**src/rtl/adcrd_pkg.sv**
```systemverilog
package adcrd_pkg;

    localparam int FRAME_BITS = 24;
    localparam int RES_W      = 10;
    localparam int CH_W       = 3;
    localparam int BITN_W     = $clog2(FRAME_BITS);
    localparam int NULL_POS   = RES_W;

    typedef enum logic [2:0] {
        ST_IDLE,
        ST_LOW,
        ST_HIGH,
        ST_GAP1,
        ST_GAP2
    } seq_state_e;

    typedef struct packed {
        seq_state_e              st;
        logic [BITN_W-1:0]       bitn;
        logic [FRAME_BITS-1:0]   tx;
        logic [FRAME_BITS-1:0]   rx;
        logic [RES_W-1:0]        res;
        logic                    nerr;
        logic                    done;
    } seq_regs_t;

    // Header: zero padding, start bit, mode bit, channel, zero padding to 24 bits.
    function automatic logic [FRAME_BITS-1:0] build_tx_word(input logic sgl,
                                                           input logic [CH_W-1:0] ch);
        logic [FRAME_BITS-1:0] w;
        w = '0;
        w[FRAME_BITS-8]  = 1'b1;
        w[FRAME_BITS-9]  = sgl;
        w[FRAME_BITS-10] = ch[2];
        w[FRAME_BITS-11] = ch[1];
        w[FRAME_BITS-12] = ch[0];
        return w;
    endfunction

endpackage

```
**src/rtl/adcrd_halfper.sv**
```systemverilog
module adcrd_halfper #(
    parameter int DIV_HALF = 4
) (
    input  logic clk,
    input  logic rst_n,
    input  logic clr,
    output logic tick
);
    localparam int CW = (DIV_HALF > 1) ? $clog2(DIV_HALF) : 1;
    localparam logic [CW-1:0] LAST = CW'(DIV_HALF - 1);

    logic [CW-1:0] cnt_d, cnt_q;

    always_comb begin
        tick  = (cnt_q == LAST);
        cnt_d = cnt_q;
        if (clr || tick) cnt_d = '0;
        else             cnt_d = cnt_q + 1'b1;
    end

    always_ff @(posedge clk or negedge rst_n) begin
        if (!rst_n) cnt_q <= '0;
        else        cnt_q <= cnt_d;
    end

    AST_TICK_WRAPS: assert property (@(posedge clk) disable iff (!rst_n)
        tick |=> (cnt_q == '0));
endmodule

```
**src/rtl/adcrd_sync2.sv**
```systemverilog
module adcrd_sync2 #(
    parameter int STAGES = 2
) (
    input  logic clk,
    input  logic rst_n,
    input  logic d,
    output logic q
);
    logic [STAGES-1:0] sh_d, sh_q;

    generate
        if (STAGES == 1) begin : g_one
            always_comb sh_d = d;
        end else begin : g_many
            always_comb sh_d = {sh_q[STAGES-2:0], d};
        end
    endgenerate

    always_ff @(posedge clk or negedge rst_n) begin
        if (!rst_n) sh_q <= '0;
        else        sh_q <= sh_d;
    end

    assign q = sh_q[STAGES-1];
endmodule

```
**src/rtl/adc_frame_reader.sv**
```systemverilog
module adc_frame_reader
    import adcrd_pkg::*;
#(
    parameter int DIV_HALF    = 4,
    parameter int SYNC_STAGES = 2
) (
    input  logic              clk,
    input  logic              rst_n,
    input  logic              cpol_i,
    input  logic              start_i,
    input  logic              sgl_i,
    input  logic [CH_W-1:0]   chan_i,
    output logic              busy_o,
    output logic              cs_n_o,
    output logic              sclk_o,
    output logic              mosi_o,
    input  logic              miso_i,
    output logic [RES_W-1:0]  result_o,
    output logic              null_err_o,
    output logic              done_o
);
    localparam logic [BITN_W-1:0] LAST_BIT = BITN_W'(FRAME_BITS - 1);
    localparam int GAP_MIN = 2 * DIV_HALF;
    localparam int GAP_W   = $clog2(GAP_MIN + 2);

    seq_regs_t r_d, r_q;
    logic      tick;
    logic      miso_s;
    logic      in_frame;

    adcrd_halfper #(.DIV_HALF(DIV_HALF)) u_halfper (
        .clk   (clk),
        .rst_n (rst_n),
        .clr   (r_q.st == ST_IDLE),
        .tick  (tick)
    );

    adcrd_sync2 #(.STAGES(SYNC_STAGES)) u_sync (
        .clk   (clk),
        .rst_n (rst_n),
        .d     (miso_i),
        .q     (miso_s)
    );

    always_comb begin
        r_d      = r_q;
        r_d.done = 1'b0;
        unique case (r_q.st)
            ST_IDLE: begin
                if (start_i) begin
                    r_d.st   = ST_LOW;
                    r_d.bitn = '0;
                    r_d.tx   = build_tx_word(sgl_i, chan_i);
                end
            end
            ST_LOW: begin
                if (tick) begin
                    r_d.st = ST_HIGH;
                    r_d.rx = {r_q.rx[FRAME_BITS-2:0], miso_s};
                end
            end
            ST_HIGH: begin
                if (tick) begin
                    if (r_q.bitn == LAST_BIT) begin
                        r_d.st   = ST_GAP1;
                        r_d.done = 1'b1;
                        r_d.res  = r_q.rx[RES_W-1:0];
                        r_d.nerr = r_q.rx[NULL_POS];
                        r_d.tx   = '0;
                    end else begin
                        r_d.st   = ST_LOW;
                        r_d.bitn = r_q.bitn + 1'b1;
                        r_d.tx   = {r_q.tx[FRAME_BITS-2:0], 1'b0};
                    end
                end
            end
            ST_GAP1: if (tick) r_d.st = ST_GAP2;
            ST_GAP2: if (tick) r_d.st = ST_IDLE;
            default: r_d.st = ST_IDLE;
        endcase
    end

    always_ff @(posedge clk or negedge rst_n) begin
        if (!rst_n) begin
            r_q      <= '0;
            r_q.st   <= ST_IDLE;
        end else begin
            r_q <= r_d;
        end
    end

    assign in_frame   = (r_q.st == ST_LOW) || (r_q.st == ST_HIGH);
    assign cs_n_o     = !in_frame;
    assign sclk_o     = in_frame ? (r_q.st == ST_HIGH) : cpol_i;
    assign mosi_o     = r_q.tx[FRAME_BITS-1];
    assign busy_o     = (r_q.st != ST_IDLE);
    assign done_o     = r_q.done;
    assign result_o   = r_q.res;
    assign null_err_o = r_q.nerr;

    // ---------------- assertions ----------------
    logic              chk_sclk_prev;
    logic [BITN_W:0]   chk_rises_q;
    logic [GAP_W-1:0]  chk_gap_q;

    always_ff @(posedge clk or negedge rst_n) begin
        if (!rst_n) begin
            chk_sclk_prev <= 1'b0;
            chk_rises_q   <= '0;
            chk_gap_q     <= GAP_W'(GAP_MIN);
        end else begin
            chk_sclk_prev <= sclk_o;
            if (cs_n_o) chk_rises_q <= '0;
            else if (sclk_o && !chk_sclk_prev) chk_rises_q <= chk_rises_q + 1'b1;
            if (!cs_n_o) chk_gap_q <= '0;
            else if (chk_gap_q < GAP_W'(GAP_MIN)) chk_gap_q <= chk_gap_q + 1'b1;
        end
    end

    AST_EDGE_COUNT: assert property (@(posedge clk) disable iff (!rst_n)
        $rose(cs_n_o) |-> (chk_rises_q == (BITN_W+1)'(FRAME_BITS)));
    AST_MOSI_HOLD: assert property (@(posedge clk) disable iff (!rst_n)
        (!cs_n_o && sclk_o && $past(sclk_o) && !$past(cs_n_o)) |-> $stable(mosi_o));
    AST_DONE_ONE: assert property (@(posedge clk) disable iff (!rst_n)
        done_o |=> !done_o);
    AST_DONE_CS: assert property (@(posedge clk) disable iff (!rst_n)
        done_o |-> $rose(cs_n_o));
    AST_GAP_LEN: assert property (@(posedge clk) disable iff (!rst_n)
        $fell(cs_n_o) |-> (chk_gap_q >= GAP_W'(GAP_MIN)));
    AST_IDLE_CS: assert property (@(posedge clk) disable iff (!rst_n)
        !busy_o |-> cs_n_o);
endmodule

```
**config.mk**
```make
export PLATFORM = sky130hd
export DESIGN_NAME = adc_frame_reader
export DESIGN_NICKNAME = d
export VERILOG_FILES = /design/src/rtl/adcrd_pkg.sv /design/src/rtl/adcrd_halfper.sv /design/src/rtl/adcrd_sync2.sv /design/src/rtl/adc_frame_reader.sv
export SDC_FILE = /design/constraint.sdc
export NUM_CORES = 1
export LEC_CHECK = 0
export BUFFER_PORTS_ARGS = -buffer_cell sky130_fd_sc_hd__buf_4
export CAP_MARGIN = 20
export CORE_MARGIN = 2
export CORE_UTILIZATION = 48
export CTS_BUF_LIST = sky130_fd_sc_hd__clkbuf_8
export DETAILED_ROUTE_END_ITERATION = 10
export PLACE_DENSITY = 0.67
export REMOVE_ABC_BUFFERS = 1
export SLEW_MARGIN = 30
export SYNTH_ARGS = -nofsm -noshare
export SYNTH_HDL_FRONTEND = slang
export SYNTH_SLANG_ARGS = --single-unit
export TNS_END_PERCENT = 100
```
**constraint.sdc**
```tcl
create_clock -name clk -period 2.5 [get_ports clk]
set_input_delay 0.125 -clock clk [delete_from_list [all_inputs] [get_ports clk]]
set_output_delay 0.125 -clock clk [all_outputs]
set_load 0.02 [all_outputs]
```
Word-level counts from Yosys, hierarchy flattened:

Index checks and enable logic that the tools add are counted.

* bits in registers: 59
* latch bits: 0
* bits in writable memories: 0
* ROM bits: 0
* bits of input ports: 9
* word-level logic and storage cells: 49
* memories kept: 0

* $add $sub $neg: 2
* multipliers: 0
* divide/modulo/power cells: 0
* $lt $le $gt $ge: 0
* eq/ne operators: 12
* shift-type cells: 0
* mux-type cells: 15
* bitwise operators: 0
* reductions and logical operators: 11

Operator list (number)
* $mux 32: 2
* $pmux 29 s2: 1
* $mux 24: 1
* $pmux 3 s5: 1
* $ne 2x2->1 const B: 6
* $mux 3: 3
* $eq 3x2->1 const B: 2
* $reduce_and 3->1: 2
* $add 5x1->5 const B: 1
* $eq 5x5->1 const B: 1
* $mux 5: 1
* $reduce_and 5->1: 1
* $mux 1: 4
* $mux 2: 2
* $reduce_and 4->1: 1
* $eq 3x1->1 const B: 1
* $eq 3x3->1 const B: 1
* $logic_not 3->1: 1
* $reduce_bool 3->1: 1
* $add 2x1->2 const B: 1
* $eq 2x2->1 const B: 1
* $logic_or 1x1->1: 2
* $reduce_and 2->1: 1
* $reduce_bool 2->1: 1
* $logic_not 1->1: 1

Logic depth before layout (Yosys ltp):

Gate-level depths: netlist of run 1.

* depth in word-level cells: 4
* gate-level depth with buffers: 6

Cells and area by module:

A second synthesis of run 1 with hierarchy kept.

* cells, all modules: 166
* area, all modules: 2072.0 µm²

By module, submodules not included
* adc_frame_reader: times used 1, cells an instance 159, area each 1936.9 µm², sequential area each 1076.0 µm²
* adcrd_halfper: times used 1, cells an instance 5, area each 85.1 µm², sequential area each 50.0 µm²
* adcrd_sync2: times used 1, cells an instance 2, area each 50.0 µm², sequential area each 50.0 µm²

Worst setup path after synthesis of run 1:

No wires, ideal clock.

* kind: register to register
* start point: register r_q[60] (netlist name)
* end point: register r_q (netlist bit null_err_o)
* setup time: 0.125 ns
* data arrival time: 1.682 ns
* required time: 2.375 ns
* setup slack: 0.693 ns
* cell stages (with the launch flop): 6
* buffers on the path: 1
* clock period less this slack: 1.807 ns
* cells stage by stage: dfrtp_1 ha_1 nand4b_1 or3_4 buf_6 mux2_4

* cells in the longest elaborated chain, start to end: 2

RTL lines
* start, declared: line adc_frame_reader.sv:26 `seq_regs_t r_d, r_q;`
* start signal, assigned: line adc_frame_reader.sv:88 `r_q <= r_d;`
* $eq 5x5->1: line adc_frame_reader.sv:64 `if (r_q.bitn == LAST_BIT) begin`
* $reduce_and 3->1 (no source line)

Every way passes these cells.
A chain may end at the register's enable or synchronous reset.

Worst setup path after layout of run 1:

* start point: register r_q[60] (netlist name)
* end point: register r_q (netlist bit result_o[9])

The elaborated chain is that of the path after synthesis.

==> impl_metrics.csv, run 1 <==
group,metric,value,unit
run_status,outcome,"completed",
cts,cts_made_buffers,5,
global_route,grt_use_total,0.155,
power_and_ir_drop,p_per_area,1000,mW/mm²
synthesis,synth_cell_types,40,
cts,post_cts_buffers,0,
routing,wl,3570,µm
synthesis,synth-main-ff-cell,"dfrtp_1",
cts,cts.clk_slew.worst_paths,80,ps
job,maxCapViolCount,0,
finish,nNetsFinal,205,
worst_setup_path,critPathKind,"reg -> reg",
cts,cts.sinks,47,
worst_setup_path,crit_slowest_cell,"or3_4",
global_route,grt_antenna_before_repair,0,
cts,cts-root-buf,"clkbuf_8",
synthesis,netlist_area,0.00215,mm²
power_and_ir_drop,pwr-share-clk,0.213,
global_route,grt_pass1_wl,6220,µm
timing,fmax,501,MHz
synthesis,synthArstFlopShare,1.00,
power_and_ir_drop,cellInternalPower,1.59,mW
synthesis,yosys_warnings,0,
floorplanning,io_pins,25,
global_route,grt_use_met2,0.234,
worst_setup_path,critPathMaxFanout,12,
timing,fin_crit_sh,0.798,
worst_setup_path,r2r_slack,500,ps
synthesis,yosysSeqAreaShare,0.547,
finish,fillerInstances,368,
timing,finalSetupViolations,0,
global_route,grtUsageMet3,0.0456,
synthesis,ys_ff_latch,47,
placement,gp_congestion,0.931,
floorplanning,die_area,0.00503,mm²
cts,clk_latency,290,ps
timing,grt_setup_unrepaired,"false",
worst_hold_path,min_path_type,"in -> reg",
routing,drt_pass1_iterations,4,
placement,numPortBuffers,24,
synthesis,syn_avg_cell_area,12.1,µm²
worst_setup_path,crit_arrival,2170,ps
timing,worstMarginPinSlew,562,ps
synthesis,synth_edf_count,0,
floorplanning,core,0.00432,mm²
timing,period_needed,2000,ps
floorplanning,die_w,70.9,µm
floorplanning,start_util,0.497,
worst_setup_path,worstPathCellList,"ha_1, nand4b_1, or3_4, mux2_4",
routing,vias,1408,
timing,setup_tns,0,ps
global_route,grt_pass1_vias,1387,
synthesis,synth_cells,177,
power_and_ir_drop,combPwrFrac,0.334,
worst_setup_path,start_kind,"flop",
worst_setup_path,critPathMaxStageDelay,580,ps
routing,via_per_inst,5.72,
global_route,grt-busiest-layer,"met2",
power_and_ir_drop,ir_drop,0.428,mV
timing,clock_skew,5.52,ps
cts,cts_tree,"yes",
global_route,overflow,0,
floorplanning,die_y,70.9,µm
finish,antenna_cells,0,
worst_setup_path,path_delay_family,"simple AND/OR/NAND/NOR gates",
worst_setup_path,cp.required,2670,ps
routing,first_iter_violations,88,
worst_setup_path,path_buf_inv,0,
routing,postRouteAntennaNets,0,
floorplanning,rows,24,
timing,holdWs,99.5,ps
timing,report.final.slew_viol_count,0,
placement,post-dp-hpwl,2460,µm
routing,avgRoutedWirePerCell,14.5,µm
global_route,gr-usage-met1,0.213,
power_and_ir_drop,power_frac_seq,0.453,
cts,ctsHtreeMaxLevel,2,
finish,final_cell_mix,"47 x dfrtp_1, 28 x buf_4, 15 x mux2_2, 11 x a21oi_1, 9 x mux2_4",
finish,syn2layout_area_growth,12.5,%
timing,relSlewSlack,0.625,
finish,drive_gt1_frac,0.314,
routing,drc,0,
finish,layout.cells.most_common,"dfrtp_1",
power_and_ir_drop,switching_share,0.343,
timing,hold_viol,0,
power_and_ir_drop,p_sw,0.830,mW
global_route,grt_max_degree,48,
power_and_ir_drop,p_leak,1.18,nW
worst_setup_path,end_kind,"flop",
cts,clk_path_buf_depth,2,
flip-flops by register name, indices dropped and copies added, names as in the netlist:
signal and cells:
null_err_o 1, r_q 30, result_o 10, done_o 1, mosi_o 1, u_halfper.cnt_q 2
u_sync.sh_q 2
cell families (layout without fill, tap and decap cells):
group,count (synthesis),count (layout),synth area share
fa+ha+maj,2,2,0.0116
flops,47,47,0.547
buf+inv,26,43,0.0710
simple gates,42,42,0.111
mux,24,24,0.141
xor+xnor,1,1,0.00408
compound gates,35,35,0.114
worst reg2reg max path: cells and delay by family, from the launching register on:
family | cells | cell delay, ps
fa+ha+maj | 1 | 240
simple gates | 2 | 890
flops | 1 | 410
mux | 1 | 340
path summary, 6_finish.rpt:
check / start / depth (start not counted) / endpoint
max in group asynchronous: rst_n / 2 / r_q[56]
hold / removal: sgl_i / 3 / r_q[51]
setup reg to reg: r_q[60] / 4 / result_o[9]
min in group asynchronous: rst_n / 2 / result_o[3]
hold reg to reg: u_sync.sh_q[0] / 0 / u_sync.sh_q[1]
setup / recovery: r_q[60] / 4 / result_o[9]
power groups by stage:
stage          sequential [mW]  combinational, mW  clock [mW]
2_1_floorplan             1.09              0.550           0
3_3_place_gp              1.09              0.780           0
3_5_place_dp              1.10              0.801           0
5_1_grt                   1.12              0.905       0.568
6_report                  1.10              0.807       0.515
4_1_cts                   1.09              0.808       0.534
area by class of cell:
type / instances / area (µm²) / share of cell area
inverter: 6 / 22.5 / 0.00932
sequential: 47 / 1180 / 0.487
timing repair buffer: 30 / 230 / 0.0952
tap: 52 / 65.1 / 0.0269
clock inverter: 2 / 33.8 / 0.0140
clock buffer: 5 / 68.8 / 0.0285
multi-input combinational: 104 / 821 / 0.340
what timing repair did:
| action | in CTS | in global routing |
|---|---|---|
| hold buffers | 2 | 0 |
| endpoints found under the hold margin | 48 | 0 |
| gates resized for setup | 0 | 0 |
metrics by stage:
step	worst slack [ps]	total power, mW	std cells	instance area [µm²]	util
6_report	504	2.42	246	2420	0.559
5_1_grt	380	2.60	246	2420	0.559
4_1_cts	510	2.43	246	2420	0.559
3_5_place_dp	527	1.91	237	2290	0.531
3_3_place_gp	610	1.87	237	2290	0.531
2_1_floorplan	314	1.64	157	2020	-
Yosys cell counts (3+ instances only):
cell	instances	area share
clkbuf_1	5	0.0087
a31oi_1	5	0.015
nand2b_1	3	0.0087
o21ai_0	3	0.0070
a22o_1	7	0.029
mux2_2	15	0.079
buf_4	10	0.035
nand2_1	8	0.014
nor2_1	6	0.010
nor3_1	6	0.014
inv_1	6	0.010
nand4_1	6	0.017
dfrtp_1	47	0.55
a21oi_1	11	0.026
mux2_4	9	0.063
metal layers:
layer  vias up  wire [µm]
met5         -          0
met4         0         27
met3         4        149
met2        34       1710
met1       706       1680
li1        664          -
Note: power is estimated with default switching activity, not from simulation.
==> inputs of run 2 (changes only) <==
Clock period 2.5 ns to 2 ns, I/O delays scaled along.
==> impl_metrics.csv, run 2 (synthesis results as in run 1) <==
group,metric,value,unit
run_status,outcome,"completed",
worst_setup_path,path_buf_inv,3,
routing,drc,0,
finish,nNetsFinal,210,
worst_setup_path,path_delay_family,"buffers and inverters",
timing,worstMarginPinSlew,574,ps
finish,layout.cells.most_common,"dfrtp_1",
cts,postCtsHoldBufs,2,
global_route,grt_pass1_wl,6510,µm
timing,report.final.slew_viol_count,0,
finish,finalCoreUtilization,0.566,
placement,post-dp-hpwl,2600,µm
floorplanning,io_pins,25,
global_route,grt_max_degree,48,
cts,cts_made_buffers,5,
power_and_ir_drop,ir_drop,0.693,mV
finish,final_cell_mix,"47 x dfrtp_1, 33 x buf_4, 15 x mux2_2, 11 x a21oi_1, 9 x mux2_4",
worst_setup_path,critPathMaxFanout,10,
finish,fin_cells,252,
routing,wl,3820,µm
timing,fin_crit_sh,0.924,
floorplanning,core,0.00432,mm²
power_and_ir_drop,p_per_area,1240,mW/mm²
cts,clk_path_buf_depth,2,
worst_setup_path,crit_slowest_cell,"dfrtp_1",
timing,finalSetupViolations,0,
routing,vias,1426,
worst_setup_path,start_kind,"flop",
routing,drt_pass1_iterations,4,
floorplanning,die_y,70.9,µm
routing,first_iter_violations,93,
power_and_ir_drop,pwr-share-clk,0.192,
finish,fillerInstances,388,
floorplanning,die_w,70.9,µm
cts,cts.sinks,47,
timing,grt_setup_unrepaired,"false",
worst_setup_path,critPathKind,"reg -> out",
finish,syn2layout_area_growth,13.9,%
timing,period_needed,1850,ps
global_route,grt_use_total,0.165,
cts,cts.clk_slew.worst_paths,80,ps
timing,relSlewSlack,0.617,
cts,ctsHtreeMaxLevel,2,
power_and_ir_drop,p_sw,1.08,mW
finish,largest_reg_flops,30,
worst_hold_path,holdCritStartpoint,"chan_i[1]",
finish,antenna_cells,0,
global_route,grt_pass1_vias,1388,
routing,postRouteAntennaNets,0,
worst_setup_path,worstReg2RegStart,"r_q[61]",
timing,fmax,541,MHz
power_and_ir_drop,p_leak,1.20,nW
global_route,overflow,0,
cts,clk_latency,300,ps
global_route,grt_antenna_before_repair,0,
power_and_ir_drop,combPwrFrac,0.357,
worst_hold_path,min_path_type,"in -> reg",
worst_setup_path,critPathMaxStageDelay,380,ps
finish,seqCellArea,0.00118,mm²
worst_setup_path,critPathLaunch,"r_q[65]",
worst_setup_path,crit_arrival,1750,ps
placement,numPortBuffers,24,
power_and_ir_drop,cellInternalPower,1.94,mW
routing,via_per_inst,5.66,
finish,multi_input_area,821,µm²
power_and_ir_drop,switching_share,0.358,
worst_setup_path,cp.required,1900,ps
cts,cts_tree,"yes",
job,maxCapViolCount,0,
cts,post_cts_buffers,0,
floorplanning,die_area,0.00503,mm²
timing,clock_skew,5.62,ps
cts,ctsResizeCount,0,
finish,drive_gt1_frac,0.335,
power_and_ir_drop,power_frac_seq,0.452,
worst_setup_path,worstPathCellList,"buf_4, nor2_1, buf_4, nor2_1, nor2_1, buf_4",
cts,cts-root-buf,"clkbuf_8",
placement,dp.cells,242,
timing,hold_viol,0,
placement,gp_congestion,0.945,
finish,top_register,"r_q",
floorplanning,rows,24,
floorplanning,start_util,0.497,
routing,avgRoutedWirePerCell,15.1,µm
worst_setup_path,end_kind,"primary output",
run 2: cell types whose count changed in the layout (fill, tap and decap cells not counted), sizes merged:
cell,change
buf,+5
bufinv,-1
clkbuf,+1
clkinv,+1
run 2: power by group through the flow:
stage / clock, mW / sequential [mW] / combinational (mW)
after floorplan: 0 / 1.36 / 0.687
after global placement: 0 / 1.36 / 1.03
after detailed placement: 0 / 1.38 / 1.07
after CTS: 0.605 / 1.36 / 1.08
after global routing: 0.650 / 1.40 / 1.19
final: 0.580 / 1.37 / 1.08
run 2: final timing paths:
kind                             endpoint  slack [ps]  depth (start not counted)
setup / recovery                   sclk_o         150                          6
hold reg to reg            u_sync.sh_q[1]         350                          0
max in group asynchronous  u_sync.sh_q[1]        1270                          2
setup reg to reg               null_err_o         170                          4
hold / removal                    r_q[49]          70                          3
min in group asynchronous     result_o[6]         340                          2
run 2: metal layers:
layer  global-route usage  routed length (µm)
met5                    0                   0
met2                0.261                1800
met4               0.0629                  52
met3               0.0427                 211
met1                0.219                1750
run 2: layout make-up:
type | instances | area share
well taps | 52 | 0.0266
inverters | 6 | 0.00920
repair buffers | 35 | 0.109
clock inverters | 2 | 0.00511
multi-input cells | 104 | 0.335
clock buffers | 6 | 0.0337
flip-flops and latches | 47 | 0.481
run 2: stage by stage:
| step | setup TNS [ps] | cell area, µm² | hold WS, ps | power, mW | setup WS, ps |
|---|---|---|---|---|---|
| floorplan | -2050 | 2020 | -196 | 2.05 | -186 |
| global placement | 0 | 2330 | 126 | 2.39 | 285 |
| detailed placement | 0 | 2330 | 146 | 2.45 | 193 |
| CTS | 0 | 2450 | 63.2 | 3.05 | 136 |
| global route | 0 | 2450 | 66.3 | 3.24 | 28.3 |
| finish | 0 | 2450 | 70.8 | 3.03 | 152 |
run 2: worst register-to-register path: stages, from the launching register on:
cell,delay (ps)
dfrtp_1,420
ha_1,270
nand4b_1,180
or3_4,520
mux2_4,330
